## src/rtl/rxf_pkg.sv

```systemverilog
package rxf_pkg;
    // status word field positions (software decodes these)
    localparam int unsigned ST_READY     = 0;
    localparam int unsigned ST_THR_LSB   = 1;
    localparam int unsigned ST_CNT_LSB   = 4;
    localparam int unsigned ST_CNT_W     = 7;
    localparam int unsigned ST_EMPTY     = 11;
    // interrupt bit positions
    localparam int unsigned IRQ_UNDERRUN = 0;
    localparam int unsigned IRQ_READY    = 2;
    localparam int unsigned IRQ_W        = 3;
    // bytes per software word
    localparam int unsigned LANES        = 4;
endpackage

```

## src/rtl/rxf_ptr_ctrl.sv

```systemverilog
module rxf_ptr_ctrl #(
    parameter int unsigned DEPTH = 64,
    parameter int unsigned PTR_W = $clog2(DEPTH),
    parameter int unsigned CNT_W = $clog2(DEPTH) + 1
) (
    input  logic             clk_i,
    input  logic             rst_ni,
    input  logic             push_valid_i,
    input  logic             pop_req_i,
    input  logic             flush_i,
    output logic             push_en_o,
    output logic             push_ready_o,
    output logic [PTR_W-1:0] wr_ptr_o,
    output logic [PTR_W-1:0] rd_ptr_o,
    output logic [CNT_W-1:0] count_o
);
    import rxf_pkg::*;

    typedef struct packed {
        logic [PTR_W-1:0] wr;
        logic [PTR_W-1:0] rd;
        logic [CNT_W-1:0] cnt;
    } ptr_state_t;

    ptr_state_t st_d, st_q;
    logic             full;
    logic [CNT_W-1:0] pop_n;

    always_comb begin
        st_d      = st_q;
        full      = (st_q.cnt == CNT_W'(DEPTH));
        pop_n     = '0;
        if (pop_req_i) begin
            pop_n = (st_q.cnt >= CNT_W'(LANES)) ? CNT_W'(LANES) : st_q.cnt;
        end
        push_en_o = push_valid_i && !full && !flush_i;
        if (flush_i) begin
            st_d = '0;
        end else begin
            st_d.rd  = st_q.rd + PTR_W'(pop_n);
            st_d.wr  = st_q.wr + PTR_W'(push_en_o);
            st_d.cnt = st_q.cnt - pop_n + CNT_W'(push_en_o);
        end
    end

    always_ff @(posedge clk_i) begin
        if (!rst_ni) st_q <= '0;
        else         st_q <= st_d;
    end

    assign push_ready_o = !full;
    assign wr_ptr_o     = st_q.wr;
    assign rd_ptr_o     = st_q.rd;
    assign count_o      = st_q.cnt;
endmodule

```

## src/rtl/rxf_byte_ram.sv

```systemverilog
module rxf_byte_ram #(
    parameter int unsigned DEPTH = 64,
    parameter int unsigned PTR_W = $clog2(DEPTH),
    parameter int unsigned CNT_W = $clog2(DEPTH) + 1
) (
    input  logic             clk_i,
    input  logic             rst_ni,
    input  logic             we_i,
    input  logic [PTR_W-1:0] wr_ptr_i,
    input  logic [7:0]       wr_byte_i,
    input  logic [PTR_W-1:0] rd_ptr_i,
    input  logic [CNT_W-1:0] count_i,
    output logic [31:0]      rd_word_o
);
    import rxf_pkg::*;

    logic [7:0] mem_d [DEPTH];
    logic [7:0] mem_q [DEPTH];

    always_comb begin
        mem_d = mem_q;
        if (we_i) mem_d[wr_ptr_i] = wr_byte_i;
    end

    always_ff @(posedge clk_i) begin
        if (!rst_ni) begin
            for (int i = 0; i < DEPTH; i++) mem_q[i] <= 8'h00;
        end else begin
            mem_q <= mem_d;
        end
    end

    // one lane per byte of the returned word; lanes beyond the fill read zero
    for (genvar k = 0; k < LANES; k++) begin : g_lane
        logic [PTR_W-1:0] idx;
        assign idx = rd_ptr_i + PTR_W'(k);
        assign rd_word_o[8*k +: 8] = (count_i > CNT_W'(k)) ? mem_q[idx] : 8'h00;
    end
endmodule

```

## src/rtl/rxf_status.sv

```systemverilog
module rxf_status #(
    parameter int unsigned DEPTH    = 64,
    parameter int unsigned CNT_W    = $clog2(DEPTH) + 1,
    parameter int unsigned THR_BASE = 16,
    parameter int unsigned NUM_THR  = 3
) (
    input  logic                      clk_i,
    input  logic                      rst_ni,
    input  logic [CNT_W-1:0]          count_i,
    input  logic                      xfer_done_i,
    input  logic                      pop_req_i,
    input  logic                      irq_clr_i,
    output logic [31:0]               status_o,
    output logic [rxf_pkg::IRQ_W-1:0] irq_o
);
    import rxf_pkg::*;

    typedef struct packed {
        logic underrun;
    } irq_state_t;

    irq_state_t st_d, st_q;
    logic               ready;
    logic               empty;
    logic [NUM_THR-1:0] thr_hit;

    for (genvar t = 0; t < NUM_THR; t++) begin : g_thr
        assign thr_hit[t] = (count_i >= CNT_W'(THR_BASE << t));
    end

    always_comb begin
        empty = (count_i == '0);
        ready = (count_i >= CNT_W'(LANES)) || (xfer_done_i && !empty);
        st_d  = st_q;
        if (pop_req_i && empty)  st_d.underrun = 1'b1;
        else if (irq_clr_i)      st_d.underrun = 1'b0;

        status_o                           = '0;
        status_o[ST_READY]                 = ready;
        status_o[ST_THR_LSB +: NUM_THR]    = thr_hit;
        status_o[ST_CNT_LSB +: ST_CNT_W]   = ST_CNT_W'(count_i);
        status_o[ST_EMPTY]                 = empty;

        irq_o               = '0;
        irq_o[IRQ_UNDERRUN] = st_q.underrun;
        irq_o[IRQ_READY]    = ready;
    end

    always_ff @(posedge clk_i) begin
        if (!rst_ni) st_q <= '0;
        else         st_q <= st_d;
    end
endmodule

```

## src/rtl/rx_byte_fifo.sv

```systemverilog
module rx_byte_fifo #(
    parameter int unsigned DEPTH = 64
) (
    input  logic        clk_i,
    input  logic        rst_ni,
    input  logic        push_valid_i,
    input  logic [7:0]  push_byte_i,
    output logic        push_ready_o,
    input  logic        xfer_done_i,
    input  logic        pop_req_i,
    output logic [31:0] pop_data_o,
    input  logic        flush_i,
    input  logic        irq_clr_i,
    output logic [31:0] fifo_status_o,
    output logic [2:0]  irq_status_o
);
    localparam int unsigned PTR_W = $clog2(DEPTH);
    localparam int unsigned CNT_W = PTR_W + 1;

    logic             push_en;
    logic [PTR_W-1:0] wr_ptr;
    logic [PTR_W-1:0] rd_ptr;
    logic [CNT_W-1:0] count;

    rxf_ptr_ctrl #(.DEPTH(DEPTH), .PTR_W(PTR_W), .CNT_W(CNT_W)) u_ptr (
        .clk_i        (clk_i),
        .rst_ni       (rst_ni),
        .push_valid_i (push_valid_i),
        .pop_req_i    (pop_req_i),
        .flush_i      (flush_i),
        .push_en_o    (push_en),
        .push_ready_o (push_ready_o),
        .wr_ptr_o     (wr_ptr),
        .rd_ptr_o     (rd_ptr),
        .count_o      (count)
    );

    rxf_byte_ram #(.DEPTH(DEPTH), .PTR_W(PTR_W), .CNT_W(CNT_W)) u_ram (
        .clk_i     (clk_i),
        .rst_ni    (rst_ni),
        .we_i      (push_en),
        .wr_ptr_i  (wr_ptr),
        .wr_byte_i (push_byte_i),
        .rd_ptr_i  (rd_ptr),
        .count_i   (count),
        .rd_word_o (pop_data_o)
    );

    rxf_status #(.DEPTH(DEPTH), .CNT_W(CNT_W)) u_stat (
        .clk_i       (clk_i),
        .rst_ni      (rst_ni),
        .count_i     (count),
        .xfer_done_i (xfer_done_i),
        .pop_req_i   (pop_req_i),
        .irq_clr_i   (irq_clr_i),
        .status_o    (fifo_status_o),
        .irq_o       (irq_status_o)
    );
endmodule

```

## config.mk

```make
export PLATFORM = sky130hd
export DESIGN_NAME = rx_byte_fifo
export DESIGN_NICKNAME = d
export VERILOG_FILES = /design/src/rtl/rxf_pkg.sv /design/src/rtl/rxf_ptr_ctrl.sv /design/src/rtl/rxf_byte_ram.sv /design/src/rtl/rxf_status.sv /design/src/rtl/rx_byte_fifo.sv
export SDC_FILE = /design/constraint.sdc
export NUM_CORES = 2
export LEC_CHECK = 0
export CORE_MARGIN = 4
export CORE_UTILIZATION = 50
export DETAILED_ROUTE_END_ITERATION = 10
export DONT_BUFFER_PORTS = 1
export HOLD_SLACK_MARGIN = 0.05
export PLACE_DENSITY = 0.67
export RECOVER_POWER = 25
export SYNTH_ARGS = -nofsm -noshare
export SYNTH_HDL_FRONTEND = slang
export SYNTH_SLANG_ARGS = --single-unit
```

## constraint.sdc

```tcl
create_clock -name clk_i -period 5.9 [get_ports clk_i]
set_clock_uncertainty 0.05 [all_clocks]
set_input_delay 1.77 -clock clk_i [delete_from_list [all_inputs] [get_ports clk_i]]
set_output_delay 1.77 -clock clk_i [all_outputs]
set_load 0.01 [all_outputs]
```

==> results.json <==
{
  "outcome": "complete, but fails checks",
  "failed_checks": "capacitance limit, slew limit, setup timing",
  "power_mw": 8.64,
  "utilization": 0.546,
  "dp_cells": 4507,
  "slew_headroom": -0.820,
  "cts.sinks": 532,
  "fin_crit_ps": 5940,
  "crit_path_end_kind": "output port",
  "vias": 33900,
  "fin_area_sq_um": 40900,
  "worstMarginPinSlew_ps": 2730,
  "grt_util_all_layers": 0.360,
  "start_kind": "register",
  "drtAntennaViolNets": 0,
  "drive_above_1_share": 0.218,
  "grt_pass1_vias": 30600,
  "die_area_sq_um": 80700,
  "pwr-share-comb": 0.130,
  "max_freq_mhz": 168,
  "netlist_area_sq_um": 38100,
  "start_util": 0.508,
  "maxSlewViolCount": 154,
  "setup-tns-final_ps": -57.0,
  "p_int_mw": 6.19,
  "power_switching_mw": 2.44,
  "yosysWarningCount": 0,
  "detail_route.wl_per_cell_um": 32.6,
  "wl_mm": 151,
  "min_path_type": "reg -> reg",
  "routed_via_density": 7.33,
  "clk_path_buf_depth": 3,
  "peakVddDrop_v": 0.000211,
  "finalCritPeriodShare": 1.01,
  "fin_cells": 4629,
  "cts_max_level": 2,
  "die_w_um": 284,
  "arrival_ps": 4120,
  "ys_ff_latch": 532,
  "synthCells": 3819,
  "hpwl_mm": 102,
  "finalSetupViolCount": 2,
  "placed_area_sq_um": 38700,
  "rsz0062_at_grt": "false",
  "criticalPathCategory": "reg -> out",
  "holdBufCountCts": 0,
  "drc": 0,
  "yosys.area.top_type": "mux4_2",
  "syn-mean-instance-area_sq_um": 9.98,
  "n_fill_cell": 6495,
  "max_cap_viol_count": 5,
  "yosys-top-cells-area": "mux4_2 30%, dfxtp_1 28%, a21boi_0 7.7%, nand2_1 6.9%, mux2i_1 5.8%",
  "grt-ovfl-total": 0,
  "swShare": 0.283,
  "io_pins": 83,
  "synth_edf_count": 0,
  "nets": 3646,
  "synth-seq-area-share": 0.280,
  "worstPathRequired_ps": 4080,
  "hold_viol_final": 0,
  "core-area_sq_um": 74900,
  "cp_max_fo": 27,
  "cts-root-buf": "clkbuf_16",
  "cts_buffers": 58,
  "antenna_found_initial": 10,
  "drtIter0Drc": 6137,
  "rows": 100,
  "grt_start_max_net_pins": 516,
  "tritoncts": "yes",
  "clkTransAtPathRegs_ps": 60,
  "synth_top_area_frac": 0.299,
  "die_h_um": 284,
  "place_congestion": 1.06,
  "grt_pass1_wl_mm": 219,
  "pwr-share-seq": 0.423,
  "synth_cell_types": 74,
  "synth_top_flop_cell": "dfxtp_1",
  "area.growth.synth_to_final_pct": 7.33,
  "worstSkewPairLatency_ps": 640,
  "cellPowerDensity_nw_per_um2": 211,
  "power_leakage_nw": 12.1,
  "async_flop_share": 0,
  "layout_setup_ws_ps": -40.8,
  "drt_pass1_iterations": 6,
  "p_clk_frac": 0.447,
  "io_buffer_count": 0
}
[placed cells by master (no fill, tap or decap), types with 8 or more instances in the layout]
master | Yosys | layout
xnor2_1 | 17 | 12
nor4_1 | 10 | 11
nand2_1 | 701 | 701
nor2b_1 | 116 | 116
o22ai_1 | 13 | 13
clkbuf_8 | 0 | 16
mux2i_1 | 221 | 219
buf_4 | 50 | 96
a22o_1 | 8 | 8
nand4_1 | 25 | 25
a22oi_1 | 12 | 12
a21boi_0 | 390 | 394
clkbuf_1 | 242 | 12
nor2_4 | 9 | 10
inv_1 | 12 | 12
a21boi_1 | 19 | 15
a211oi_1 | 12 | 11
clkbuf_16 | 0 | 59
conb_1 | 2 | 26
nand3_1 | 411 | 411
clkinv_2 | 0 | 11
a32oi_1 | 8 | 8
nor3_1 | 12 | 12
o21ai_0 | 83 | 78
a21oi_1 | 78 | 78
dfxtp_1 | 532 | 528
and3_1 | 12 | 12
mux4_2 | 506 | 506
ha_1 | 22 | 18
and2_1 | 14 | 11
nor2_1 | 39 | 39
buf_12 | 0 | 12
[stage by stage]
step                hold slack [ps]  setup WS (ps)
floorplan                       404            389
global placement                426            285
detailed placement              441            224
CTS                             449           9.33
global route                    483           10.6
finish                          454          -40.8
[power groups by stage]
stage               clock [mW]  sequential, mW  combinational [mW]
floorplan                    0            3.71               0.821
global placement             0            3.73                1.05
detailed placement           0            3.73                1.06
CTS                       3.87            3.65                1.07
global route              4.01            3.66                1.15
finish                    3.86            3.66                1.13
[critical path, stage by stage, from the launching register on]
cell and delay, ps:
dfxtp_4 360, inv_2 90, buf_6 430, ha_4 210
a21oi_2 90, o221a_2 390, and4_1 380, a22o_1 310
a2111oi_0 470, buf_4 220, nand4_1 260, buf_4 260
[state kept, by name, indices dropped and copies added, names as in the netlist]
| name | cells |
|---|---|
| u_ram.mem_q | 512 |
| u_ptr.wr_ptr_o | 6 |
| u_stat.st_q | 1 |
| u_ptr.count_o | 7 |
| u_ptr.rd_ptr_o | 6 |
[worst paths after layout]
check                                       start  slack [ps]               end  cells past startpoint
worst min-delay path              u_ram.mem_q[11]         450   u_ram.mem_q[11]                      2
worst max register to register   u_ptr.count_o[1]         960  u_ram.mem_q[198]                      7
worst max-delay path            u_ptr.rd_ptr_o[1]         -40    pop_data_o[31]                     11
worst min register to register    u_ram.mem_q[11]         450   u_ram.mem_q[11]                      2
[cell usage after synthesis (all sizes together), types with 9 or more instances]
library cell and instances:
nand2 701, dfxtp 532, mux4 506, nand3 411, a21boi 409, clkbuf 242, mux2i 221, buf 183
nor2b 118, o21ai 85, a21oi 79, nor2 55, nand4 25, ha 22, xnor2 19, inv 15
and2 14, nor3 14, o22ai 13, a211oi 12, a22oi 12, and3 12, nor4 12, a2111oi 9
[timing repair]
| item | 4_1_cts | 5_1_grt |
|---|---|---|
| pin swaps | 1 | 2 |
| resized for setup | 15 | 26 |
| setup endpoints to repair | 21 | 22 |
| setup buffers | 0 | 6 |
| cloned | 2 | 1 |
[layout make-up]
class / count / area (sq um) / share of cell area
Multi-Input combinational cell: 2870 / 25700 / 0.628
Clock inverter: 28 / 322 / 0.00786
Antenna cell: 5 / 12.5 / 0.000306
Inverter: 17 / 70.1 / 0.00171
Clock buffer: 80 / 1680 / 0.0412
Tap cell: 969 / 1210 / 0.0296
Sequential cell: 532 / 10700 / 0.261
Timing Repair Buffer: 128 / 1260 / 0.0309
[metal layers]
metal / vias to the layer above / wire (um) / GRT usage / part of all wire
met3: 422 / 25700 / 0.162 / 0.17
li1: 13800 / - / - / -
met2: 2860 / 61600 / 0.504 / 0.41
met1: 16800 / 56500 / 0.495 / 0.37
met4: 6 / 6930 / 0.124 / 0.046
met5: - / 91 / 0.00595 / 0.00060
[cells by family (layout without fill, tap and decap cells)]
| logic type | after synthesis | count (layout) | synth area share |
|---|---|---|---|
| compound gates | 670 | 670 | 0.122 |
| xor+xnor | 26 | 27 | 0.00667 |
| fa+ha+maj | 24 | 24 | 0.00827 |
| buf+inv | 442 | 253 | 0.0530 |
| flops | 532 | 532 | 0.280 |
| mux | 729 | 729 | 0.358 |
| other cells | 2 | 31 | 0.000197 |
| simple gates | 1394 | 1394 | 0.172 |
Note: power is estimated with default switching activity, not from simulation.
